## src/rtl/mbx_pkg.sv

```systemverilog
package mbx_pkg;
  localparam int ADDR_W = 8;
  localparam int DATA_W = 32;
  localparam logic [ADDR_W-1:0] OFS_CMD  = 8'h00;
  localparam logic [ADDR_W-1:0] OFS_STAT = 8'h04;
  localparam logic [ADDR_W-1:0] OFS_WBUF = 8'h80;
  localparam logic [ADDR_W-1:0] OFS_RBUF = 8'h90;
  localparam int CMD_IOC_BIT  = 8;
  localparam int CMD_SUB_LSB  = 12;
  localparam int STAT_PEND_BIT = 2;

  function automatic logic [DATA_W-1:0] pack_status(
    input logic [7:0] code, input logic [7:0] id, input logic [3:0] sub,
    input logic pend, input logic err, input logic busy);
    return {8'h00, code, id, sub, 1'b0, pend, err, busy};
  endfunction
endpackage

```

## src/rtl/mbx_wordbuf.sv

```systemverilog
module mbx_wordbuf #(
  parameter int WORDS = 4,
  parameter int DW    = 32,
  localparam int IW   = (WORDS > 1) ? $clog2(WORDS) : 1
) (
  input  logic          clk,
  input  logic          rst_n,
  input  logic          wr_en,
  input  logic [IW-1:0] wr_idx,
  input  logic [DW-1:0] wr_data,
  input  logic [IW-1:0] rd_idx,
  output logic [DW-1:0] rd_data
);
  logic [DW-1:0] words [WORDS];

  for (genvar g = 0; g < WORDS; g++) begin : g_word
    always_ff @(posedge clk or negedge rst_n) begin
      if (!rst_n) words[g] <= '0;
      else if (wr_en && (wr_idx == IW'(g))) words[g] <= wr_data;
    end
  end

  assign rd_data = words[rd_idx];
endmodule

```

## src/rtl/mbx_ctrl.sv

```systemverilog
module mbx_ctrl
  import mbx_pkg::*;
(
  input  logic              clk,
  input  logic              rst_n,
  input  logic              cmd_wr,
  input  logic [DATA_W-1:0] cmd_wdata,
  input  logic              pend_clr,
  input  logic              done,
  input  logic              done_err,
  input  logic [6:0]        done_code,
  output logic [DATA_W-1:0] cmd_q,
  output logic              busy,
  output logic              err,
  output logic [7:0]        code,
  output logic              pend,
  output logic              host_irq
);
  logic       ovr_q;
  logic [6:0] code_q;
  logic       accept, drop, finish, notify;

  assign accept = cmd_wr & ~busy;
  assign drop   = cmd_wr & busy;
  assign finish = done & busy;
  assign notify = finish & cmd_q[CMD_IOC_BIT];

  always_ff @(posedge clk or negedge rst_n) begin
    if (!rst_n) begin
      cmd_q  <= '0;
      busy   <= 1'b0;
      err    <= 1'b0;
      ovr_q  <= 1'b0;
      code_q <= '0;
    end else begin
      if (accept) begin
        cmd_q  <= cmd_wdata;
        busy   <= 1'b1;
        err    <= 1'b0;
        ovr_q  <= 1'b0;
        code_q <= '0;
      end
      if (drop) ovr_q <= 1'b1;
      if (finish) begin
        busy   <= 1'b0;
        err    <= done_err;
        code_q <= done_code;
      end
    end
  end

  always_ff @(posedge clk or negedge rst_n) begin
    if (!rst_n) begin
      pend     <= 1'b0;
      host_irq <= 1'b0;
    end else begin
      host_irq <= notify;
      if (notify) pend <= 1'b1;
      else if (pend_clr) pend <= 1'b0;
    end
  end

  assign code = {ovr_q, code_q};


  busy_rise_chk: assert property (@(posedge clk) disable iff (!rst_n)
    $rose(busy) |-> $past(cmd_wr));

  drop_keeps_cmd_chk: assert property (@(posedge clk) disable iff (!rst_n)
    (busy && cmd_wr) |=> $stable(cmd_q));

  ovr_sticky_chk: assert property (@(posedge clk) disable iff (!rst_n)
    (code[7] && !(cmd_wr && !busy)) |=> code[7]);

  finish_clears_busy_chk: assert property (@(posedge clk) disable iff (!rst_n)
    (busy && done) |=> !busy);

  irq_one_cycle_chk: assert property (@(posedge clk) disable iff (!rst_n)
    host_irq |=> !host_irq);

  irq_sets_pend_chk: assert property (@(posedge clk) disable iff (!rst_n)
    host_irq |-> pend);

  idle_done_quiet_chk: assert property (@(posedge clk) disable iff (!rst_n)
    (!busy && done && !cmd_wr) |=> ($stable(err) && $stable(code) && !host_irq));
endmodule

```

## src/rtl/cmd_mailbox.sv

```systemverilog
module cmd_mailbox
  import mbx_pkg::*;
#(
  parameter int          BUF_WORDS = 4,
  parameter logic [7:0]  INIT_ID   = 8'h5A,
  localparam int IW      = (BUF_WORDS > 1) ? $clog2(BUF_WORDS) : 1,
  localparam int BOFS_W  = IW + 2
) (
  input  logic              clk,
  input  logic              rst_n,
  input  logic              host_wr,
  input  logic              host_rd,
  input  logic              host_byte,
  input  logic [7:0]        host_addr,
  input  logic [31:0]       host_wdata,
  output logic [31:0]       host_rdata,
  output logic              host_irq,
  output logic              ctl_cmd_pending,
  output logic [31:0]       ctl_cmd_word,
  input  logic [IW-1:0]     ctl_wbuf_idx,
  output logic [31:0]       ctl_wbuf_data,
  input  logic              ctl_rbuf_we,
  input  logic [IW-1:0]     ctl_rbuf_idx,
  input  logic [31:0]       ctl_rbuf_wdata,
  input  logic              ctl_done,
  input  logic              ctl_done_err,
  input  logic [6:0]        ctl_done_code
);
  logic            is_cmd, is_stat, in_wbuf, in_rbuf;
  logic [IW-1:0]   host_idx;
  logic [1:0]      lane;
  logic            busy, err, pend;
  logic [7:0]      code;
  logic [31:0]     rbuf_word, status, rmux;

  assign is_cmd   = (host_addr == OFS_CMD);
  assign is_stat  = (host_addr == OFS_STAT);
  assign in_wbuf  = (host_addr[7:BOFS_W] == OFS_WBUF[7:BOFS_W]);
  assign in_rbuf  = (host_addr[7:BOFS_W] == OFS_RBUF[7:BOFS_W]);
  assign host_idx = host_addr[BOFS_W-1:2];
  assign lane     = host_addr[1:0];

  mbx_ctrl u_ctrl (
    .clk       (clk),
    .rst_n     (rst_n),
    .cmd_wr    (host_wr & is_cmd),
    .cmd_wdata (host_wdata),
    .pend_clr  (host_wr & is_stat & host_wdata[STAT_PEND_BIT]),
    .done      (ctl_done),
    .done_err  (ctl_done_err),
    .done_code (ctl_done_code),
    .cmd_q     (ctl_cmd_word),
    .busy      (busy),
    .err       (err),
    .code      (code),
    .pend      (pend),
    .host_irq  (host_irq)
  );

  mbx_wordbuf #(.WORDS(BUF_WORDS), .DW(32)) u_wbuf (
    .clk     (clk),
    .rst_n   (rst_n),
    .wr_en   (host_wr & in_wbuf),
    .wr_idx  (host_idx),
    .wr_data (host_wdata),
    .rd_idx  (ctl_wbuf_idx),
    .rd_data (ctl_wbuf_data)
  );

  mbx_wordbuf #(.WORDS(BUF_WORDS), .DW(32)) u_rbuf (
    .clk     (clk),
    .rst_n   (rst_n),
    .wr_en   (ctl_rbuf_we),
    .wr_idx  (ctl_rbuf_idx),
    .wr_data (ctl_rbuf_wdata),
    .rd_idx  (host_idx),
    .rd_data (rbuf_word)
  );

  assign ctl_cmd_pending = busy;
  assign status = pack_status(code, INIT_ID, ctl_cmd_word[CMD_SUB_LSB +: 4], pend, err, busy);

  always_comb begin
    rmux = '0;
    if (is_stat) rmux = status;
    else if (in_rbuf) begin
      if (host_byte) rmux = {24'h0, rbuf_word[8*lane +: 8]};
      else           rmux = rbuf_word;
    end
  end

  always_ff @(posedge clk or negedge rst_n) begin
    if (!rst_n)       host_rdata <= '0;
    else if (host_rd) host_rdata <= rmux;
    else              host_rdata <= '0;
  end
endmodule

```

## config.mk

```make
export PLATFORM = sky130hd
export DESIGN_NAME = cmd_mailbox
export DESIGN_NICKNAME = d
export VERILOG_FILES = /design/src/rtl/mbx_pkg.sv /design/src/rtl/mbx_wordbuf.sv /design/src/rtl/mbx_ctrl.sv /design/src/rtl/cmd_mailbox.sv
export SDC_FILE = /design/constraint.sdc
export NUM_CORES = 1
export LEC_CHECK = 0
export ABC_AREA = 1
export BUFFER_PORTS_ARGS = -buffer_cell sky130_fd_sc_hd__buf_2
export CORE_MARGIN = 4
export CORE_UTILIZATION = 36
export CTS_CLUSTER_DIAMETER = 60
export DETAILED_ROUTE_END_ITERATION = 10
export MAX_ROUTING_LAYER = met4
export PLACE_DENSITY = 0.53
export SYNTH_ARGS = -nofsm -noshare
export SYNTH_HDL_FRONTEND = slang
export SYNTH_HIERARCHICAL = 1
export SYNTH_SLANG_ARGS = --single-unit
export TNS_END_PERCENT = 5
```

## constraint.sdc

```tcl
create_clock -name clk -period 1.83 [get_ports clk]
set_clock_uncertainty 0.2 [all_clocks]
set_input_delay 0.2745 -clock clk [delete_from_list [all_inputs] [get_ports clk]]
set_output_delay 0.2745 -clock clk [all_outputs]
set_load 0.02 [all_outputs]
```

==> results.md <==
* CTS sink count at 332
* Ys flop type: dfrtp_1
* Starting Density at 0.366
* Num CTS Buffers at 41
* Worst flop-to-flop path startpoint: u_ctrl/busy
* Area growth from synthesis to layout at 27.2%
* GRT Total Usage at 0.223
* Die Y-Extent at 226 um
* CP Data Arrival Time at 1.38 ns
* Reg2reg setup slack at 0.18 ns
* Fin cells at 3210
* Final Core Density at 0.466
* R2r endpoint: u_ctrl/code_q[0]
* Clock Latency Late Sink at 0.57 ns
* Worst path bufs/invs at 2
* CP startpoint kind: flip-flop
* Hold violation count in the final report at 0
* Die ar. at 51200 sq um
* Area leader, netlist: dfrtp_1
* Req. time, crit path at 1.36 ns
* Critical path's largest stage delay at 0.38 ns
* Root buf cell: clkbuf_16
* Yosys synthesis warning count at 6
* Avg Cell Area, Syn at 7.54 sq um
* Post-layout nets at ~2.7k
* Max Slew Vio Count at 0
* CTS max path bufs at 3
* Drt via density at 4.86
* Most frequent cells after synthesis: 960 x nand2_1, 341 x inv_1, 332 x dfrtp_1
* CTS tree: done
* Leak Pwr at 12.2 nW
* Mapped cell area at approximately 17000 sq um
* First drt pass iteration count at 5
* Final period util at 1.02
* Fmax at 538 MHz
* Number of DRC markers in iteration 0 at 1124
* Failing checks: negative setup slack
* Setup Crit Path Kind: reg2out
* Ys async rst share at 1.00
* RSZ-0062 raised after global routing: true
* Max_slew headroom at 0.574
* Layout cells sized above 1 at 0.206
* Final HPWL DP at ~37000 um
* I/O Pins at 189
* Status: finished with violations
* Post-Synthesis Cells at roughly 2.3k
* Die width at 226 um
* Total grt overflow at 0
* Seq/Total Area, Yosys at 0.485
* # fillers at 4662
* Clock period minus worst slack at between 1.5 and 2 ns
* CP endpoint kind: output pin
* Total power at slightly above 0.02 W
* Post-synthesis register bit count at 332
* Synth Net Count at 2364
* H-tree depth at 2
* Top-count cell post-synth: nand2_1
* ANT nets after route at 0
* Port bufs at 188
* CP delay by family, top: flip-flops
* Maximum VDD drop at 0.000542 V
* Residual DRC at 0
* Final setup margin at -0.0286 ns
* Power density over the cells at 941 nW/um^2
* WL final at 55800 um
* Slowest cell on crit path: dfrtp_1
* Fin area at 21800 sq um
* Clock transition at path regs at 0.06 ns
* Antenna violations before repair at 1
* Worst hold path class: in2async
* Synth top area cells: dfrtp_1 48%, nand2_1 21%, inv_1 7.5%, nand3_1 6.6%, nand4_1 4.7%
* Vias in the first global route at 15.3k
* Post-detailed-route wirelength per cell at approximately 17 um
* Final setup viols at 7
* Site row count at 79
* First-pass GRT wire length at 87400 um
* Post-synthesis cell type count at 29
* Post-synth EDFFs at 0
* Synth top area share at 0.485
* Worst r2r path cells at 5
* CP max FO at 2
* Cell Area, Placed at 19200 sq um
* Largest net degree at the start of global routing at 65
* Placed insts at ~3.0k
* Gp weighted congestion at 0.903
* Via count at between 15k and 20k
* Max Cap Viol at 0
* Critical path, cell by cell: inv_1, nand2_1, nand3_2, nand2_2, buf_6
* Worst slew pin tran at 0.639 ns
* CORE AREA at 46900 sq um
==> how the worst max path moves through the flow <==
| stage | endpoint | slack (ns) | from | depth (start not counted) |
|---|---|---|---|---|
| after floorplan | host_rdata[0] | 0.34 | host_addr[2] | 11 |
| after global placement | u_ctrl/cmd_q[20] | -0.03 | host_addr[2] | 10 |
| after detailed placement | u_ctrl/cmd_q[18] | -0.07 | host_addr[2] | 10 |
| after CTS | ctl_wbuf_data[20] | -0.05 | u_wbuf/words[116] | 5 |
| after global routing | ctl_wbuf_data[20] | -0.09 | u_wbuf/words[84] | 5 |
| final | ctl_wbuf_data[2] | -0.03 | u_wbuf/words[66] | 5 |
==> report_power, final <==
part	switching [W]	internal [W]
registers	0.000477	0.00822
logic	0.00228	0.00143
clock network	0.00335	0.00476
total	0.00610	0.0144
==> what timing repair did <==
action,in CTS,in global routing
buffers inserted,1,1
resized for setup,56,41
hold endpoints to repair,637,0
hold buffers,90,0
endpoints found under the setup margin,32,73
pin swaps,16,14
==> worst reg2reg max path, stage by stage (launching register included) <==
cell and delay, ns:
dfrtp_1 0.43, nand2_1 0.11, inv_2 0.14, nand2_1 0.06, dlygate4sd3_1 0.55, nand2_1 0.08
==> metal layers <==
metal | share of wire | vias to the layer above | GRT usage
met5 | 0 | - | -
met4 | 0.029 | 0 | 0.0707
met3 | 0.059 | 106 | 0.0355
met2 | 0.48 | 482 | 0.361
met1 | 0.43 | 7433 | 0.291
li1 | - | 7580 | -
==> layout make-up <==
cell class                      count  area (sq um)  share of cell area
Clock buffer                       59          1200              0.0552
Timing Repair Buffer              399          3320               0.152
Clock inverter                     17           150             0.00688
Sequential cell                   332          8310               0.381
Inverter                          350          1320              0.0605
Tap cell                          607           759              0.0348
Multi-Input combinational cell   1445          6760               0.310
Antenna cell                        1          2.50            0.000115
==> cell usage in the layout (no fill, tap or decap), types with 2 or more instances in the layout <==
cell type,netlist,final
nor2_2,3,4
nand3_2,5,37
buf_6,26,20
inv_6,1,5
clkbuf_1,17,7
inv_1,341,339
clkinv_2,0,7
nand2_1,960,939
nand4_1,129,129
nor2_8,2,2
nand2_2,12,33
buf_4,38,89
o21ai_1,7,7
nand3_4,2,2
dfrtp_1,332,332
buf_12,1,34
nor2_1,24,23
clkbuf_8,0,11
o21ai_0,3,3
dlygate4sd3_1,0,90
o21ai_2,64,64
buf_2,64,165
inv_2,8,10
nand3_1,226,194
clkinvlp_4,0,4
clkbuf_16,0,41
==> state kept, by name, summed over array words and instances, names as in the netlist <==
signal / flops
u_ctrl/host_irq: 1
u_ctrl/cmd_q: 32
u_ctrl/ovr_q: 1
u_ctrl/code_q: 7
u_wbuf/words: 128
u_rbuf/words: 128
u_ctrl/err: 1
host_rdata: 32
u_ctrl/busy: 1
u_ctrl/pend: 1
==> stage by stage <==
| step | TNS, ns | hold slack (ns) | setup WS (ns) |
|---|---|---|---|
| detailed placement | -1.99 | 0.0488 | -0.0706 |
| floorplan | 0 | -0.221 | 0.340 |
| global route | -2.14 | 0.0374 | -0.0932 |
| finish | -0.0834 | 0.0336 | -0.0286 |
| global placement | -0.819 | 0.0272 | -0.0331 |
| CTS | -0.944 | 0.00976 | -0.0505 |
==> kinds of logic (layout without fill, tap and decap cells) <==
logic type | Yosys count | count (layout) | synth area share
buffers and inverters | 496 | 825 | 0.134
AND/OR/NAND/NOR | 1368 | 1368 | 0.344
other | 0 | 1 | 0
AO/OA/AOI/OAI | 77 | 77 | 0.0372
flip-flops | 332 | 332 | 0.485
No activity file was read; power rests on OpenSTA's default activity.
